`src/rtl/adc_cap_pkg.sv`:
```
package adc_cap_pkg;

  typedef enum logic {
    CAP_SINGLE = 1'b0,
    CAP_DUAL   = 1'b1
  } cap_mode_e;

  typedef struct packed {
    logic over;
    logic under;
  } range_flags_t;

endpackage

```
`src/rtl/adc_lane_capture.sv`:
```
module adc_lane_capture #(
  parameter int W = 10
) (
  input  logic           clk,
  input  logic           rst,
  input  logic [W-1:0]   lanes,
  output logic [W-1:0]   rise_q,
  output logic [W/2-1:0] fall_q
);
  localparam int HALF = W / 2;

  // rising edge: all lanes (full word, or odd half in dual-edge form)
  always_ff @(posedge clk) begin
    if (rst) rise_q <= '0;
    else     rise_q <= lanes;
  end

  // falling edge: lower lanes only (even half in dual-edge form)
  always_ff @(negedge clk) begin
    if (rst) fall_q <= '0;
    else     fall_q <= lanes[HALF-1:0];
  end
endmodule

```
`src/rtl/adc_word_assemble.sv`:
```
module adc_word_assemble
  import adc_cap_pkg::*;
#(
  parameter int W = 10
) (
  input  cap_mode_e      mode,
  input  logic [W-1:0]   rise_q,
  input  logic [W/2-1:0] fall_q,
  output logic [W-1:0]   word
);
  localparam int HALF = W / 2;

  logic [W-1:0] dual_word;

  for (genvar i = 0; i < HALF; i++) begin : g_interleave
    assign dual_word[2*i+1] = rise_q[i];
    assign dual_word[2*i]   = fall_q[i];
  end

  always_comb begin
    if (mode == CAP_DUAL) word = dual_word;
    else                  word = rise_q;
  end
endmodule

```
`src/rtl/adc_range_format.sv`:
```
module adc_range_format
  import adc_cap_pkg::*;
#(
  parameter int W = 10
) (
  input  logic [W-1:0] raw,
  input  logic         flag,
  input  logic         to_twos,
  output logic [W-1:0] fmt_word,
  output range_flags_t flags
);
  localparam logic [W-1:0] SIGN_MASK = {1'b1, {(W-1){1'b0}}};

  always_comb begin
    fmt_word    = to_twos ? (raw ^ SIGN_MASK) : raw;
    flags.over  = flag &  raw[W-1];
    flags.under = flag & ~raw[W-1];
  end
endmodule

```
`src/rtl/adc_lvds_capture.sv`:
```
module adc_lvds_capture
  import adc_cap_pkg::*;
#(
  parameter int W = 10
) (
  input  logic         clk,
  input  logic         rst,
  input  logic         ddr_mode,
  input  logic         twos_fmt,
  input  logic [W-1:0] lane_in,
  input  logic         range_in,
  output logic [W-1:0] sample_out,
  output logic         valid_out,
  output logic         over_out,
  output logic         under_out
);
  localparam int HALF = W / 2;

  logic [W-1:0]    rise_q;
  logic [HALF-1:0] fall_q;
  logic            flag_q;
  logic            fmt_q;
  logic            cap_ok;
  cap_mode_e       mode_q;
  cap_mode_e       mode_in;
  logic [W-1:0]    raw_word;
  logic [W-1:0]    fmt_word;
  range_flags_t    flags;

  assign mode_in = cap_mode_e'(ddr_mode);

  adc_lane_capture #(.W(W)) u_capture (
    .clk    (clk),
    .rst    (rst),
    .lanes  (lane_in),
    .rise_q (rise_q),
    .fall_q (fall_q)
  );

  // side-band captured in the same rising-edge stage as the data
  always_ff @(posedge clk) begin
    if (rst) begin
      flag_q <= 1'b0;
      fmt_q  <= 1'b0;
      cap_ok <= 1'b0;
      mode_q <= CAP_SINGLE;
    end else begin
      flag_q <= range_in;
      fmt_q  <= twos_fmt;
      cap_ok <= (mode_in == mode_q);
      mode_q <= mode_in;
    end
  end

  adc_word_assemble #(.W(W)) u_assemble (
    .mode   (mode_q),
    .rise_q (rise_q),
    .fall_q (fall_q),
    .word   (raw_word)
  );

  adc_range_format #(.W(W)) u_format (
    .raw      (raw_word),
    .flag     (flag_q),
    .to_twos  (fmt_q),
    .fmt_word (fmt_word),
    .flags    (flags)
  );

  always_ff @(posedge clk) begin
    if (rst || !cap_ok) begin
      sample_out <= '0;
      valid_out  <= 1'b0;
      over_out   <= 1'b0;
      under_out  <= 1'b0;
    end else begin
      sample_out <= fmt_word;
      valid_out  <= 1'b1;
      over_out   <= flags.over;
      under_out  <= flags.under;
    end
  end
endmodule

```
`config.mk`:
```
export PLATFORM = sky130hd
export DESIGN_NAME = adc_lvds_capture
export DESIGN_NICKNAME = d
export VERILOG_FILES = /design/src/rtl/adc_cap_pkg.sv /design/src/rtl/adc_lane_capture.sv /design/src/rtl/adc_word_assemble.sv /design/src/rtl/adc_range_format.sv /design/src/rtl/adc_lvds_capture.sv
export SDC_FILE = /design/constraint.sdc
export NUM_CORES = 1
export LEC_CHECK = 0
export BUFFER_PORTS_ARGS = -buffer_cell sky130_fd_sc_hd__buf_4
export CAP_MARGIN = 20
export CORE_MARGIN = 8
export CORE_UTILIZATION = 43
export CTS_BUF_LIST = sky130_fd_sc_hd__clkbuf_8 sky130_fd_sc_hd__clkbuf_16
export DETAILED_ROUTE_END_ITERATION = 8
export GPL_ROUTABILITY_DRIVEN = 0
export PLACE_DENSITY = 0.7
export SYNTH_ARGS = -nofsm -noshare
export SYNTH_HDL_FRONTEND = slang
export SYNTH_SLANG_ARGS = --single-unit
```
`constraint.sdc`:
```
create_clock -name clk -period 0.95 [get_ports clk]
set_clock_uncertainty 0.15 [all_clocks]
set_input_delay 0.0475 -clock clk [delete_from_list [all_inputs] [get_ports clk]]
set_output_delay 0.0475 -clock clk [all_outputs]
set_load 0.02 [all_outputs]
```
==> impl_metrics.yaml, run 1 <==
critical_path:
  worstPathBufferInverterCount: 0
  crit_family: "flip-flops"
  critPathKind: "reg -> reg"
  r2r_slack_ps: -320
  worstSetupStartpointType: "flip-flop"
  required_ps: 970
  cp-end-kind: "flip-flop"
  arrival_ps: 1290
  slowest_delay_ps: 280
  path_cells: "mux2i_1 > nor2_1"
  crit_slowest_cell: "dfxtp_1"
  cp_max_fo: 1
drt:
  met1Wirelength_um: 698
  first_pass_iters: 4
  vias: 678
  top_layer: "met4"
  avgViaCountPerCell: 4.185
  routed_wirelength_mm: 1.823
  route.met2.wl_um: 952
  drc: 0
  met3_wirelength_um: 98
  detail-route-antenna-nets: 0
  routedWlPerCell_um: 11.25
  drt_iter0_markers: 5
clock_tree:
  root_buffer: "clkbuf_8"
  cts.sinks: 32
  cts_tree: "built"
  worstSkewPairLatency_ps: 330
  h-tree-depth: 2
  numCtsBuffers: 5
  clock_path_buffers: 2
  path_clk_slew_ps: 60
logic_synthesis:
  synthAdderAreaFrac_pct: 0
  synth_ff_type: "dfxtp_1"
  syn_area_um2: 949.7
  synth.most_common_cell: "dfxtp_1"
  yosysSeqAreaShare_pct: 67.46
  synthMuxAreaShare_pct: 11.59
  ys_top_cells_by_count: "32 x dfxtp_1, 11 x mux2i_1, 10 x nor2_1, 9 x nor2b_1, 4 x and2b_1"
  synth_top_family_by_area: "simple AND/OR/NAND/NOR gates"
  synth-warning-count: 0
  synthesis.nets: 92
  synth_top_cell_area_share_pct: 67.46
  avgSynthCellArea_um2: 12.33
  yosysTopAreaCell: "dfxtp_1"
  ys_seq_elements: 32
  synth_xor_area_share_pct: 0.9223
  synthSimpleGateAreaFrac_pct: 17.39
  synth_area_leaders: "dfxtp_1 67%, mux2i_1 12%, nor2b_1 5.9%, nor2_1 4.0%, and2b_1 3.2%"
  synth_compound_gate_area_share_pct: 0
  yosysUniqueCellTypes: 14
  syn-instance-count: 77
  ys_async_sr_fraction_pct: 0
  synth_edf_count: 0
die:
  core_area_mm2: 0.002148
  dieArea_mm2: 0.003968
  start_util_pct: 44.21
  row_count: 17
  die_height_um: 63.00
  ios: 28
  dieWidth_um: 63.00
run:
  max_cap_viol_count: 0
final_layout:
  area_growth_pct: 63.11
  antenna_cells: 0
  fillers: 149
  layout.nets: 148
  instances_no_fill: 162
  drive_above_1_share_pct: 34.33
  stdcell_area_mm2: 0.001549
power_and_ir_drop:
  total_power_mw: 2.776
  p_leak_nw: 0.7321
  peakVddDrop_mv: 1.160
  powerDensity_mw_per_mm2: 1792
global_route:
  grt_use_total_pct: 10.11
  grt_pass1_vias: 663
  antenna_found_initial: 0
  grt_max_degree: 13
  grt-ovfl-total: 0
  grt_pass1_wl_mm: 3.022
place:
  dp_slack_ps: -255.0
  post-place-cells: 134
  port_buffers: 27
  place_area_mm2: 0.001212
run_status:
  run_status: "finished with violations"
  violations: "negative setup slack"
sta:
  fin_ws_ps: -323.2
  setup_viol: 17
  maxSlewViolCount: 0
  holdWs_ps: 149.7
  final_hold_viol_count: 0
  rsz0062_at_grt: "true"
  slew_headroom_pct: 84.25
  tightest_slew_ps: 236.2
min_path:
  hp-class: "in -> reg"
worst paths after layout:
check | cells past startpoint | endpoint | from
worst max register to register | 2 | sample_out[0] | u_capture.fall_q[0]
worst min-delay path | 3 | u_capture.rise_q[9] | rst
worst min register to register | 2 | sample_out[6] | u_capture.rise_q[6]
worst max-delay path | 2 | sample_out[0] | u_capture.fall_q[0]
per-layer routing:
metal  global-route usage [%]  vias to the layer above
met4                    10.26                        0
met5                        0                        -
met2                    16.39                       17
li1                         -                      358
met3                    5.018                        6
met1                    8.655                      297
worst min-delay path, cell delays in order:
cell and delay [ps]:
buf_6 100, dlymetal6s4s_1 310, nor2b_1 70
power by group:
part / switching, mW / leakage (nW) / internal [mW]
Clock: 0.481 / 0.0804 / 0.596
Sequential: 0.0309 / 0.265 / 1.40
Combinational: 0.0900 / 0.386 / 0.177
Total: 0.602 / 0.732 / 2.17
through the flow:
stage                     util (%)  setup TNS (ps)
final                        72.10           -2970
after global routing         72.10           -3864
after CTS                    70.01           -2380
after detailed placement     56.44           -2760
after global placement       56.44           -2417
after floorplan                  -           -1272
what timing repair did:
action	CTS	global route
gates resized for setup	5	10
gates cloned	1	0
hold endpoints to repair	14	6
setup endpoints to repair	12	22
setup buffers	0	0
pin swaps	2	2
hold buffers	14	1
cells by family (layout without fill, tap and decap cells):
group / after synthesis / count (layout)
buffers and inverters: 5 / 62
muxes: 11 / 11
xor gates and xnor gates: 1 / 1
and+or+nand+nor: 28 / 28
DFF: 32 / 32
placed cells by master, fill, tap and decap left out, types with 2 or more instances in the layout:
master | Yosys | routed
dfxtp_1 | 32 | 29
buf_4 | 1 | 26
dlygate4sd3_1 | 0 | 14
nor2_1 | 10 | 10
nor2b_1 | 9 | 9
mux2i_1 | 11 | 9
inv_1 | 2 | 8
clkbuf_8 | 0 | 6
buf_6 | 0 | 5
and2b_1 | 4 | 4
dfxtp_2 | 0 | 2
cell type report:
cell class | count | area, µm² | share of cell area [%]
Clock buffer | 6 | 82.58 | 5.331
Multi-Input combinational cell | 40 | 307.8 | 19.87
Inverter | 1 | 3.754 | 0.2423
Timing Repair Buffer | 48 | 446.7 | 28.84
Sequential cell | 32 | 646.9 | 41.76
Tap cell | 28 | 35.03 | 2.262
Clock inverter | 7 | 26.28 | 1.696
registers in the layout (all words and copies together) (netlist names):
signal and cells:
sample_out 10, u_capture.rise_q 10, u_capture.fall_q 5, cap_ok 1, flag_q 1, fmt_q 1
mode_q 1, over_out 1, under_out 1, valid_out 1
(Power assumes the default switching activity.)
==> run 2: changes to the inputs <==
--- a/config.mk
+++ b/config.mk
@@ -7,12 +7,14 @@
 export LEC_CHECK = 0
 export BUFFER_PORTS_ARGS = -buffer_cell sky130_fd_sc_hd__buf_4
 export CAP_MARGIN = 20
+export CORE_ASPECT_RATIO = 1.75
 export CORE_MARGIN = 8
-export CORE_UTILIZATION = 43
+export CORE_UTILIZATION = 45
 export CTS_BUF_LIST = sky130_fd_sc_hd__clkbuf_8 sky130_fd_sc_hd__clkbuf_16
 export DETAILED_ROUTE_END_ITERATION = 8
 export GPL_ROUTABILITY_DRIVEN = 0
-export PLACE_DENSITY = 0.7
+export PLACE_DENSITY = 0.71
 export SYNTH_ARGS = -nofsm -noshare
 export SYNTH_HDL_FRONTEND = slang
+export SYNTH_HIERARCHICAL = 1
 export SYNTH_SLANG_ARGS = --single-unit
==> run 2 against run 1 <==
The run ends with negative hold slack, negative setup slack left. Cell count is 1.9% lower. Sequential power about the same. Utilization decreased by 3.8 points. Largest power group unchanged.
==> impl_metrics.yaml, run 2 <==
power_and_ir_drop:
  sequentialPowerShare_pct: 47.4
  switching_share_pct: 20.13
  pwr-share-clk_pct: 42.6
  switchingPower_uw: 604.9
  powerDensity_mw_per_mm2: 1832
  peakVddDrop_mv: 1.893
  power_frac_comb_pct: 10.0
  p_leak_nw: 0.7874
  internal_power_mw: 2.400
sta:
  holdWs_ps: -155.6
  slew_headroom_pct: 81.17
  tightest_slew_ps: 281.9
  final_hold_viol_count: 5
  setup_viol: 13
  maxSlewViolCount: 0
  rsz0062_at_grt: "true"
  fin_ws_ps: -510.6
critical_path:
  arrival_ps: 1490
  crit_family: "flip-flops"
  slowest_delay_ps: 300
  cp_max_fo: 1
  crit_slowest_cell: "dfxtp_1"
  critPathKind: "reg -> reg"
  r2r_slack_ps: -510
  cp-end-kind: "flip-flop"
  worstSetupStartpointType: "flip-flop"
  worstPathBufferInverterCount: 0
  required_ps: 970
  path_cells: "mux2_4 > and2_4"
drt:
  drc: 0
  drt_iter0_markers: 6
  detail-route-antenna-nets: 0
  vias: 689
  first_pass_iters: 5
  routedWlPerCell_um: 10.79
  routed_wirelength_mm: 1.715
  avgViaCountPerCell: 4.333
logic_synthesis:
  avgSynthCellArea_um2: 13.03
  yosysTopAreaCell: "dfxtp_1"
  ys_async_sr_fraction_pct: 0
  yosysUniqueCellTypes: 11
  ys_seq_elements: 32
  synth_top_cell_area_share_pct: 57.85
  syn-instance-count: 85
  yosysSeqAreaShare_pct: 57.85
  synth_edf_count: 0
  synth.most_common_cell: "dfxtp_1"
  synth-warning-count: 6
  synthesis.nets: 100
  synth_area_leaders: "dfxtp_1 58%, mux2_4 14%, and2_2 8.8%, nor2b_1 6.2%, buf_4 6.1%"
  ys_top_cells_by_count: "32 x dfxtp_1, 13 x and2_2, 11 x nor2b_1, 10 x mux2_4, 9 x buf_4"
  synth_ff_type: "dfxtp_1"
  syn_area_mm2: 0.001107
final_layout:
  postLayoutCoreUtil_pct: 68.28
  antenna_cells: 0
  reg.largest.list: "sample_out: 10 flops, u_capture/rise_q: 10 flops, u_capture/fall_q: 5 flops"
  drive_above_1_share_pct: 51.88
  stdcell_area_mm2: 0.001640
  area_growth_pct: 48.14
  instances_no_fill: 159
  final_cell_mix: "28 x dfxtp_1, 25 x buf_4, 15 x dlygate4sd3_1, 12 x and2_4, 11 x nor2b_1"
  layout.nets: 147
  layout_commonest_cell: "dfxtp_1"
clock_tree:
  root_buffer: "clkbuf_8"
  cts_tree: "built"
  h-tree-depth: 2
  cts.sinks: 32
  path_clk_slew_ps: 60
  numCtsBuffers: 5
  worstSkewPairLatency_ps: 330
  clock_path_buffers: 2
run:
  max_cap_viol_count: 0
place:
  post-place-cells: 130
  dp_hpwl_mm: 1.133
  place_area_mm2: 0.001304
  port_buffers: 27
die:
  ios: 28
  die_height_um: 81.62
  row_count: 24
  start_util_pct: 46.09
  dieArea_mm2: 0.004367
  core_area_mm2: 0.002402
  dieWidth_um: 53.50
global_route:
  grt_use_total_pct: 8.938
  grt_max_degree: 14
  antenna_found_initial: 0
  grt_pass1_wl_mm: 2.718
  grt-ovfl-total: 0
  grt_pass1_vias: 690
run_status:
  run_status: "finished with violations"
  violations: "negative hold slack, negative setup slack"
min_path:
  hp-class: "in -> reg"
run 2: cell types whose count changed after synthesis, moves of 3 or more:
cell | previous run | this run
and2b_2 | 0 | 3
and2b_1 | 4 | 0
mux2_4 | 0 | 10
buf_4 | 1 | 9
and2_2 | 0 | 13
nor2_1 | 10 | 1
mux2i_1 | 11 | 0
run 2: power by group through the flow:
| stage | Clock [mW] | Sequential, mW | Combinational, mW |
|---|---|---|---|
| 6_report | 1.28 | 1.42 | 0.299 |
| 5_1_grt | 1.40 | 1.43 | 0.323 |
| 3_3_place_gp | 0.0393 | 1.45 | 0.224 |
| 3_5_place_dp | 0.0393 | 1.45 | 0.228 |
| 2_1_floorplan | 0.0393 | 1.46 | 0.184 |
| 4_1_cts | 1.33 | 1.42 | 0.294 |
run 2: worst paths after layout:
check | startpoint | to | cells past startpoint
worst max register to register | u_capture/fall_q[4] | sample_out[8] | 2
worst max-delay path | u_capture/fall_q[4] | sample_out[8] | 2
worst min-delay path | rst | u_capture/rise_q[8] | 2
worst min register to register | cap_ok | valid_out | 1
run 2: final cells by class:
| type | count | area [µm²] |
|---|---|---|
| fillers | 189 | 762.0 |
| clock inverters | 8 | 56.30 |
| repair buffers | 47 | 441.7 |
| well taps | 26 | 32.53 |
| multi-input cells | 41 | 392.9 |
| clock buffers | 5 | 68.82 |
| flip-flops and latches | 32 | 648.1 |
run 2: routing by layer:
metal	wire [µm]	track usage, %	part of all wire (%)
met5	0	0	0
met4	35	5.330	2.0
met3	184	6.522	11
met2	1003	16.86	58
met1	491	5.405	29
run 2: what timing repair did:
item	4_1_cts	5_1_grt
gates cloned	1	0
pin swaps	3	0
hold buffers	14	2
setup endpoints to repair	14	17
gates resized for setup	4	7
setup buffers	1	0
endpoints found under the hold margin	15	8
run 2: kinds of logic (layout without fill, tap and decap cells):
logic type                after synthesis  in the layout  synth area share (%)
xor gates and xnor gates                2              2                 1.582
buffers and inverters                  12             60                 8.474
DFF                                    32             32                 57.85
muxes                                  10             10                 13.56
and+or+nand+nor                        29             29                 18.53
run 2: worst reg2reg max path: stages, from the launching register on:
cell and delay [ps]:
dfxtp_1 300, mux2_4 250, and2_4 130
run 2: per-stage QoR:
stage	power [mW]	hold WS, ps	setup WS [ps]	setup TNS, ps
floorplan	1.686	-30.89	-530.8	-4907
global placement	1.711	109.3	-434.1	-4168
detailed placement	1.719	112.2	-448.1	-4342
CTS	3.047	-120.7	-504.0	-4299
global route	3.150	-153.5	-525.6	-4728
finish	3.005	-155.6	-510.6	-4320
==> run 3: changes to the inputs <==
--- a/config.mk
+++ b/config.mk
@@ -9,11 +9,11 @@
 export CAP_MARGIN = 20
 export CORE_ASPECT_RATIO = 1.75
 export CORE_MARGIN = 8
-export CORE_UTILIZATION = 45
-export CTS_BUF_LIST = sky130_fd_sc_hd__clkbuf_8 sky130_fd_sc_hd__clkbuf_16
+export CORE_UTILIZATION = 48
+export CTS_BUF_LIST = sky130_fd_sc_hd__clkbuf_8
 export DETAILED_ROUTE_END_ITERATION = 8
 export GPL_ROUTABILITY_DRIVEN = 0
-export PLACE_DENSITY = 0.71
+export PLACE_DENSITY = 0.75
 export SYNTH_ARGS = -nofsm -noshare
 export SYNTH_HDL_FRONTEND = slang
 export SYNTH_HIERARCHICAL = 1
==> run 3 against run 2 <==
The flow finishes with violations (negative setup slack). Design area is essentially flat. Register-to-register slack about the same. Non-clock buffer count did not move. Worst setup slack got worse by 0.56 ps. Global-route usage rose by 1.3 points. Critical path type unchanged. Largest power group unchanged.
==> impl_metrics.yaml, run 3 (synthesized netlist as in run 2, its figures left out) <==
run_status:
  run_status: "finished with violations"
  violations: "negative setup slack"
die:
  core_area_mm2: 0.002245
  ios: 28
  row_count: 23
  dieWidth_um: 52.31
  die_height_um: 79.54
  start_util_pct: 49.33
  dieArea_mm2: 0.004160
drt:
  routed_wirelength_mm: 1.801
  routedWlPerCell_um: 11.40
  drc: 0
  detail-route-antenna-nets: 0
  first_pass_iters: 3
  drt_iter0_markers: 5
  avgViaCountPerCell: 4.215
  vias: 666
clock_tree:
  h-tree-depth: 2
  path_clk_slew_ps: 60
  cts.sinks: 32
  root_buffer: "clkbuf_8"
  cts_tree: "built"
  numCtsBuffers: 5
  worstSkewPairLatency_ps: 340
  clock_path_buffers: 2
final_layout:
  final_cell_mix: "29 x dfxtp_1, 26 x buf_4, 14 x dlygate4sd3_1, 12 x and2_4, 11 x nor2b_1"
  reg.largest.list: "sample_out: 10 flops, u_capture/rise_q: 10 flops, u_capture/fall_q: 5 flops"
  layout_commonest_cell: "dfxtp_1"
  regArea_um2: 644.4
  fillers: 152
  antenna_cells: 0
  drive_above_1_share_pct: 51.13
  multi_input_area_um2: 392.9
  area_growth_pct: 48.02
  layout.nets: 147
global_route:
  grt-ovfl-total: 0
  antenna_found_initial: 0
  grt_pass1_wl_mm: 3.056
  grt_pass1_vias: 706
  grt_use_total_pct: 10.26
  grt_max_degree: 14
critical_path:
  required_ps: 970
  path_cells: "mux2_4 > and2_4"
  crit_slowest_cell: "dfxtp_1"
  crit_family: "flip-flops"
  cp_max_fo: 1
  worstSetupStartpointType: "flip-flop"
  slowest_delay_ps: 290
  worstPathBufferInverterCount: 0
  critPathKind: "reg -> reg"
  arrival_ps: 1490
  cp-end-kind: "flip-flop"
sta:
  final_hold_viol_count: 0
  slew_headroom_pct: 81.60
  holdWs_ps: 198.4
  fin_ws_ps: -511.1
  maxSlewViolCount: 0
  rsz0062_at_grt: "true"
  setup_viol: 14
  tightest_slew_ps: 275.4
  tns_ps: -4669
power_and_ir_drop:
  peakVddDrop_mv: 1.459
  total_power_mw: 3.020
  powerDensity_mw_per_mm2: 1842
  p_leak_nw: 0.7957
place:
  dp_hpwl_mm: 1.201
  port_buffers: 27
min_path:
  hp-class: "in -> reg"
run:
  max_cap_viol_count: 0
-- run 3: changes by cell type in the layout (fill, tap and decap cells not counted), sizes merged --
cell	before	now
buf	32	31
bufbuf	0	1
clkinv	0	1
dlygate4sd3	15	14
dlymetal6s4s	0	1
inv	7	6
-- run 3: report_power, final --
part | switching, mW | internal, mW
logic | 0.0904 | 0.213
registers | 0.0231 | 1.40
clock network | 0.500 | 0.790
-- run 3: tightest hold or removal path: stages --
cell            delay (ps)
buf_4                  120
dlymetal6s4s_1         340
nor2b_1                 70
-- run 3: final timing paths --
check	slack [ps]	from	endpoint	cells after the start
worst max-delay path	-510	u_capture/fall_q[2]	sample_out[4]	2
worst min-delay path	200	rst	u_capture/rise_q[5]	3
worst max register to register	-510	u_capture/fall_q[2]	sample_out[4]	2
worst min register to register	380	cap_ok	valid_out	1
-- run 3: metal layers --
metal  vias to the layer above  part of all wire (%)  global-route usage, %
li1                        349                     -                      -
met1                       290                    30                  6.938
met2                        23                    58                  18.85
met3                         4                   9.9                  6.716
met4                         0                   2.1                  6.250
met5                         -                     0                      0
-- run 3: stage by stage --
stage / instances / setup slack, ps / util, % / area (µm²)
final: 158 / -511.1 / 73.02 / 1639
after global routing: 158 / -539.2 / 73.02 / 1639
after CTS: 158 / -515.2 / 72.07 / 1618
after detailed placement: 129 / -439.5 / 58.03 / 1303
after global placement: 129 / -437.0 / 58.03 / 1303
after floorplan: 85 / -530.8 / - / 1161
-- run 3: timing repair --
action	in CTS	in global routing
hold buffers	15	1
resized for setup	1	7
endpoints found under the setup margin	15	26
hold endpoints to repair	15	2
pin swaps	2	0
gates cloned	1	0
buffers inserted	1	0
-- run 3: cell type report --
class / count / area share, %
clock inverter: 8 / 3.435
timing repair buffer: 47 / 27.18
multi-input combinational: 41 / 23.97
sequential: 32 / 39.31
clock buffer: 5 / 4.198
tap: 25 / 1.908
